[src/rtl/sm3x_pkg.sv]
package sm3x_pkg;
  localparam int LANE_W = 32;
  localparam int LANES  = 4;
  localparam int BUS_W  = LANE_W * LANES;

  // rotation amounts of the expansion
  localparam int ROT_MIX   = 15;
  localparam int ROT_P1A   = 15;
  localparam int ROT_P1B   = 23;
  localparam int ROT_STEP2 = 7;
  localparam int ROT_FIXA  = 6;
  localparam int ROT_FIXB  = 15;
  localparam int ROT_FIXC  = 30;

  typedef logic [LANE_W-1:0] lane_t;

  typedef struct packed {
    logic capture;    // load the result register this edge
    logic finalStep;  // pick the second-step datapath
  } ctrlStrobe_t;

  function automatic lane_t rotl(input lane_t x, input int n);
    int k;
    k = n % LANE_W;
    if (k == 0) return x;
    return (x << k) | (x >> (LANE_W - k));
  endfunction

  function automatic lane_t permP1(input lane_t x);
    return x ^ rotl(x, ROT_P1A) ^ rotl(x, ROT_P1B);
  endfunction
endpackage

[src/rtl/sm3x_lane.sv]
module sm3x_lane
  import sm3x_pkg::*;
#(
  parameter bit HAS_MIX = 1'b1
) (
  input  lane_t aLane,
  input  lane_t bLane,
  input  lane_t cLane,
  output lane_t prelimWord,
  output lane_t finalBase
);
  lane_t mixTerm;

  generate
    if (HAS_MIX) begin : gMix
      assign mixTerm = rotl(bLane, ROT_MIX);
    end else begin : gNoMix
      assign mixTerm = '0;
    end
  endgenerate

  assign prelimWord = permP1(aLane ^ cLane ^ mixTerm);
  assign finalBase  = rotl(bLane, ROT_STEP2) ^ cLane ^ aLane;
endmodule

[src/rtl/sm3x_ctrl.sv]
module sm3x_ctrl
  import sm3x_pkg::*;
(
  input  logic        clk,
  input  logic        rst,
  input  logic        inValid,
  input  logic        op,
  output ctrlStrobe_t strobe,
  output logic        outValid
);
  always_comb begin
    strobe.capture   = inValid;
    strobe.finalStep = op;
  end

  always_ff @(posedge clk) begin
    if (rst) outValid <= 1'b0;
    else     outValid <= inValid;
  end
endmodule

[src/rtl/sm3x_datapath.sv]
module sm3x_datapath
  import sm3x_pkg::*;
(
  input  logic              clk,
  input  logic              rst,
  input  ctrlStrobe_t       strobe,
  input  logic [BUS_W-1:0]  opA,
  input  logic [BUS_W-1:0]  opB,
  input  logic [BUS_W-1:0]  opC,
  output logic [BUS_W-1:0]  result
);
  localparam int TOP = LANES - 1;

  lane_t prelim [LANES];
  lane_t base   [LANES];
  lane_t fixUp;
  logic [BUS_W-1:0] nextResult;

  generate
    for (genvar g = 0; g < LANES; g++) begin : gLane
      sm3x_lane #(.HAS_MIX(g != TOP)) uLane (
        .aLane      (opA[g*LANE_W +: LANE_W]),
        .bLane      (opB[g*LANE_W +: LANE_W]),
        .cLane      (opC[g*LANE_W +: LANE_W]),
        .prelimWord (prelim[g]),
        .finalBase  (base[g])
      );
    end
  endgenerate

  // top lane of the final step folds in the fresh lane-0 word
  assign fixUp = rotl(base[0], ROT_FIXA) ^ rotl(base[0], ROT_FIXB) ^ rotl(base[0], ROT_FIXC);

  always_comb begin
    nextResult = '0;
    for (int i = 0; i < LANES; i++) begin
      if (!strobe.finalStep)
        nextResult[i*LANE_W +: LANE_W] = prelim[i];
      else if (i == TOP)
        nextResult[i*LANE_W +: LANE_W] = base[i] ^ fixUp;
      else
        nextResult[i*LANE_W +: LANE_W] = base[i];
    end
  end

  always_ff @(posedge clk) begin
    if (rst)                 result <= '0;
    else if (strobe.capture) result <= nextResult;
  end
endmodule

[src/rtl/sm3_msg_expand.sv]
module sm3_msg_expand
  import sm3x_pkg::*;
(
  input  logic              clk,
  input  logic              rst,
  input  logic              inValid,
  input  logic              op,
  input  logic [BUS_W-1:0]  opA,
  input  logic [BUS_W-1:0]  opB,
  input  logic [BUS_W-1:0]  opC,
  output logic              outValid,
  output logic [BUS_W-1:0]  result
);
  ctrlStrobe_t strobe;

  sm3x_ctrl uCtrl (
    .clk      (clk),
    .rst      (rst),
    .inValid  (inValid),
    .op       (op),
    .strobe   (strobe),
    .outValid (outValid)
  );

  sm3x_datapath uData (
    .clk    (clk),
    .rst    (rst),
    .strobe (strobe),
    .opA    (opA),
    .opB    (opB),
    .opC    (opC),
    .result (result)
  );
endmodule

[config.mk]
export PLATFORM = sky130hd
export DESIGN_NAME = sm3_msg_expand
export DESIGN_NICKNAME = d
export VERILOG_FILES = /design/src/rtl/sm3x_pkg.sv /design/src/rtl/sm3x_lane.sv /design/src/rtl/sm3x_ctrl.sv /design/src/rtl/sm3x_datapath.sv /design/src/rtl/sm3_msg_expand.sv
export SDC_FILE = /design/constraint.sdc
export NUM_CORES = 1
export LEC_CHECK = 0
export BUFFER_PORTS_ARGS = -buffer_cell sky130_fd_sc_hd__buf_2
export CAP_MARGIN = 10
export CORE_ASPECT_RATIO = 1.2
export CORE_UTILIZATION = 31
export CTS_CLUSTER_SIZE = 10
export DETAILED_ROUTE_END_ITERATION = 10
export PLACE_DENSITY_LB_ADDON = 0.08
export SYNTH_ARGS = -nofsm -noshare
export SYNTH_HDL_FRONTEND = slang
export SYNTH_HIERARCHICAL = 1
export SYNTH_SLANG_ARGS = --single-unit
[constraint.sdc]
create_clock -name clk -period 1.3 [get_ports clk]
set_input_delay 0.26 -clock clk [delete_from_list [all_inputs] [get_ports clk]]
set_output_delay 0.26 -clock clk [all_outputs]
set_load 0.05 [all_outputs]
==> results.cfg <==
[status]
outcome = completed

[setup_path]
slowest_stage = dfxtp_1
cp_max_fo = 2
path_buf_inv = 1
crit_family = flip-flops
arrival_ns = 1.01
cp-start-kind = flop
critical_path_class = flop to output pin
crit_chain = buf_4
cp-end-kind = output pin
max_stage_delay_ns = 0.35
cp.required_ns = 1.04

[clock_network]
cts_tree = done
clk_path_buf_depth = 2
path_clk_slew_ns = 0.06
cts.htree.levels = 4
cts_inserted_buffers = 17
clockRootBuffer = clkbuf_16
clk_latency_ns = 0.45
holdBufCountCts = 0
post_cts_buffers = 0
cts.sinks = 129

[place]
routabilityCongestion = 0.7954
io_buffers = 516
dp.cells = 2610
hpwl_mm = 40.76

[sta]
rsz0062_at_grt = false
setup_tns_ns = 0
period_minus_slack_ns = 1.266
slew_violations = 0
hold_viol_final = 0
fmax_mhz = 789.6
worstMarginPinSlew_ns = 0.6176
setup_violations = 0
slew-limit-headroom_pct = 58.53
finalCritPeriodShare_pct = 97.42
fin_skew_ns = 0

[yosys]
netlist_instances = 1155
synth_cell_type_count = 23
yosys_warnings = 6
synth_area_um2 = 14090
synth_nets = 1543
seq_area_frac_synth_pct = 18.32
synth-seq-cells = 129
avgSynthCellArea_um2 = 12.20

[floorplan]
die_w_um = 196.7
die_h_um = 235.6
fp.coreArea_um2 = 44880
num_rows = 85
start_util_pct = 31.41
ios = 517
die-area_um2 = 46330

[global_routing]
grt_pass1_vias = 12324
met2_usage_pct = 39.67
grt_overflow_total = 0
grt_use_met3_pct = 5.630
track_usage_pct = 21.30
grt_pass1_wl_mm = 72.75
grt_max_degree = 64
grt_antenna_before_repair = 12
grt_busiest_layer = met2
use_met1_pct = 23.03

[routing]
drtIter0Drc = 270
remaining_drc_errors = 0
routed_via_density = 4.384
wl_mm = 49.32
ant_nets = 0
vias = 11610
first_pass_iters = 4
wl_per_cell_um = 18.63

[power_and_ir_drop]
max-vdd-ir-drop_mv = 0.9789
power_density_nw_per_um2 = 1134
power_leakage_nw = 11.07

[layout]
stdcell_count = 2648
mostFrequentLayoutCells = buf_4, buf_2, xnor2_1
syn_to_final_growth_pct = 52.55
layout_commonest_cell = buf_4
layout-drive-gt1-share_pct = 51.26
finalNetCount = 2408

[hold_path]
hold_path_class = input port to flop

[run]
maxCapViolCount = 0
==> Yosys cell counts <==
cell type / n / share of area [%]
mux2i_1: 96 / 6.8
nand3_1: 1 / 0.035
xor2_1: 64 / 4.0
nor3b_1: 32 / 1.7
o21ai_0: 32 / 1.1
a31oi_1: 32 / 1.4
clkbuf_1: 27 / 0.72
xnor3_2: 27 / 4.6
xnor3_1: 113 / 18
buf_2: 18 / 0.64
nor2b_1: 1 / 0.044
xor3_1: 51 / 8.6
nor2_1: 97 / 2.6
xnor2_1: 262 / 16
xnor2_2: 26 / 3.0
xor3_2: 33 / 5.9
buf_4: 10 / 0.53
buf_1: 2 / 0.053
inv_1: 1 / 0.027
buf_8: 4 / 0.43
a211oi_1: 96 / 5.1
dfxtp_1: 129 / 18
nor2b_4: 1 / 0.098
==> path summary, 6_finish.rpt <==
check                           slack [ns]                             end  cells past startpoint                      startpoint
worst max-delay path                  0.03                      result[53]                      1   uData/result[53]$_SDFFE_PP0P_
worst min register to register        0.48   uData/result[94]$_SDFFE_PP0P_                      2   uData/result[94]$_SDFFE_PP0P_
worst max register to register        0.48  uData/result[109]$_SDFFE_PP0P_                      3  uData/result[109]$_SDFFE_PP0P_
worst min-delay path                  0.16       uCtrl/outValid$_SDFF_PP0_                      2                         inValid
==> cell families (layout without fill, tap and decap cells) <==
kind of cell,after synthesis,after routing,share of synthesized area [%]
flip-flops,129,129,18.32
buffers and inverters,62,938,2.397
XOR/XNOR,576,576,60.33
AO/OA/AOI/OAI,160,160,7.670
AND/OR/NAND/NOR,132,132,4.465
other,0,8,0
multiplexers,96,96,6.818
==> sequential cells by signal, indices dropped and copies added, names as in the netlist <==
name,count
uData/result,128
uCtrl/outValid,1
==> final cells by class <==
type	instances	area [um^2]
Antenna cell	8	20.02
Clock buffer	25	495.5
Clock inverter	5	77.57
Fill cell	4328	23380
Inverter	1	3.754
Multi-Input combinational cell	964	11190
Sequential cell	129	2604
Tap cell	609	762.0
Timing Repair Buffer	907	6352
==> routing by layer <==
layer,share of wire [%],up-vias,wire length (um)
met5,0.12,-,59
met4,2.0,8,1002
met3,6.5,53,3226
met2,53,340,26020
met1,39,5388,19010
li1,-,5821,-
==> metrics by stage <==
step	worst slack [ns]	total power, W	utilization (%)	hold slack, ns	instance area, um^2
2_1_floorplan	-0.09902	0.01441	-	0.3243	14090
3_3_place_gp	-0.4369	0.01894	45.26	0.4681	20310
3_5_place_dp	-0.4632	0.01901	45.26	0.4736	20310
4_1_cts	0.0004299	0.02459	47.54	0.1356	21340
5_1_grt	0.001032	0.02569	47.90	0.1522	21500
6_report	0.03352	0.02438	47.91	0.1629	21500
==> power by group <==
group / internal, W / switching, W
clock network: 0.00300 / 0.00194
registers: 0.00455 / 0.000376
logic: 0.00796 / 0.00656
==> what timing repair did <==
action / CTS / global route
endpoints found under the setup margin: 129 / 44
gates cloned: 0 / 0
resized for setup: 169 / 45
No activity file was read; power rests on OpenSTA's default activity.
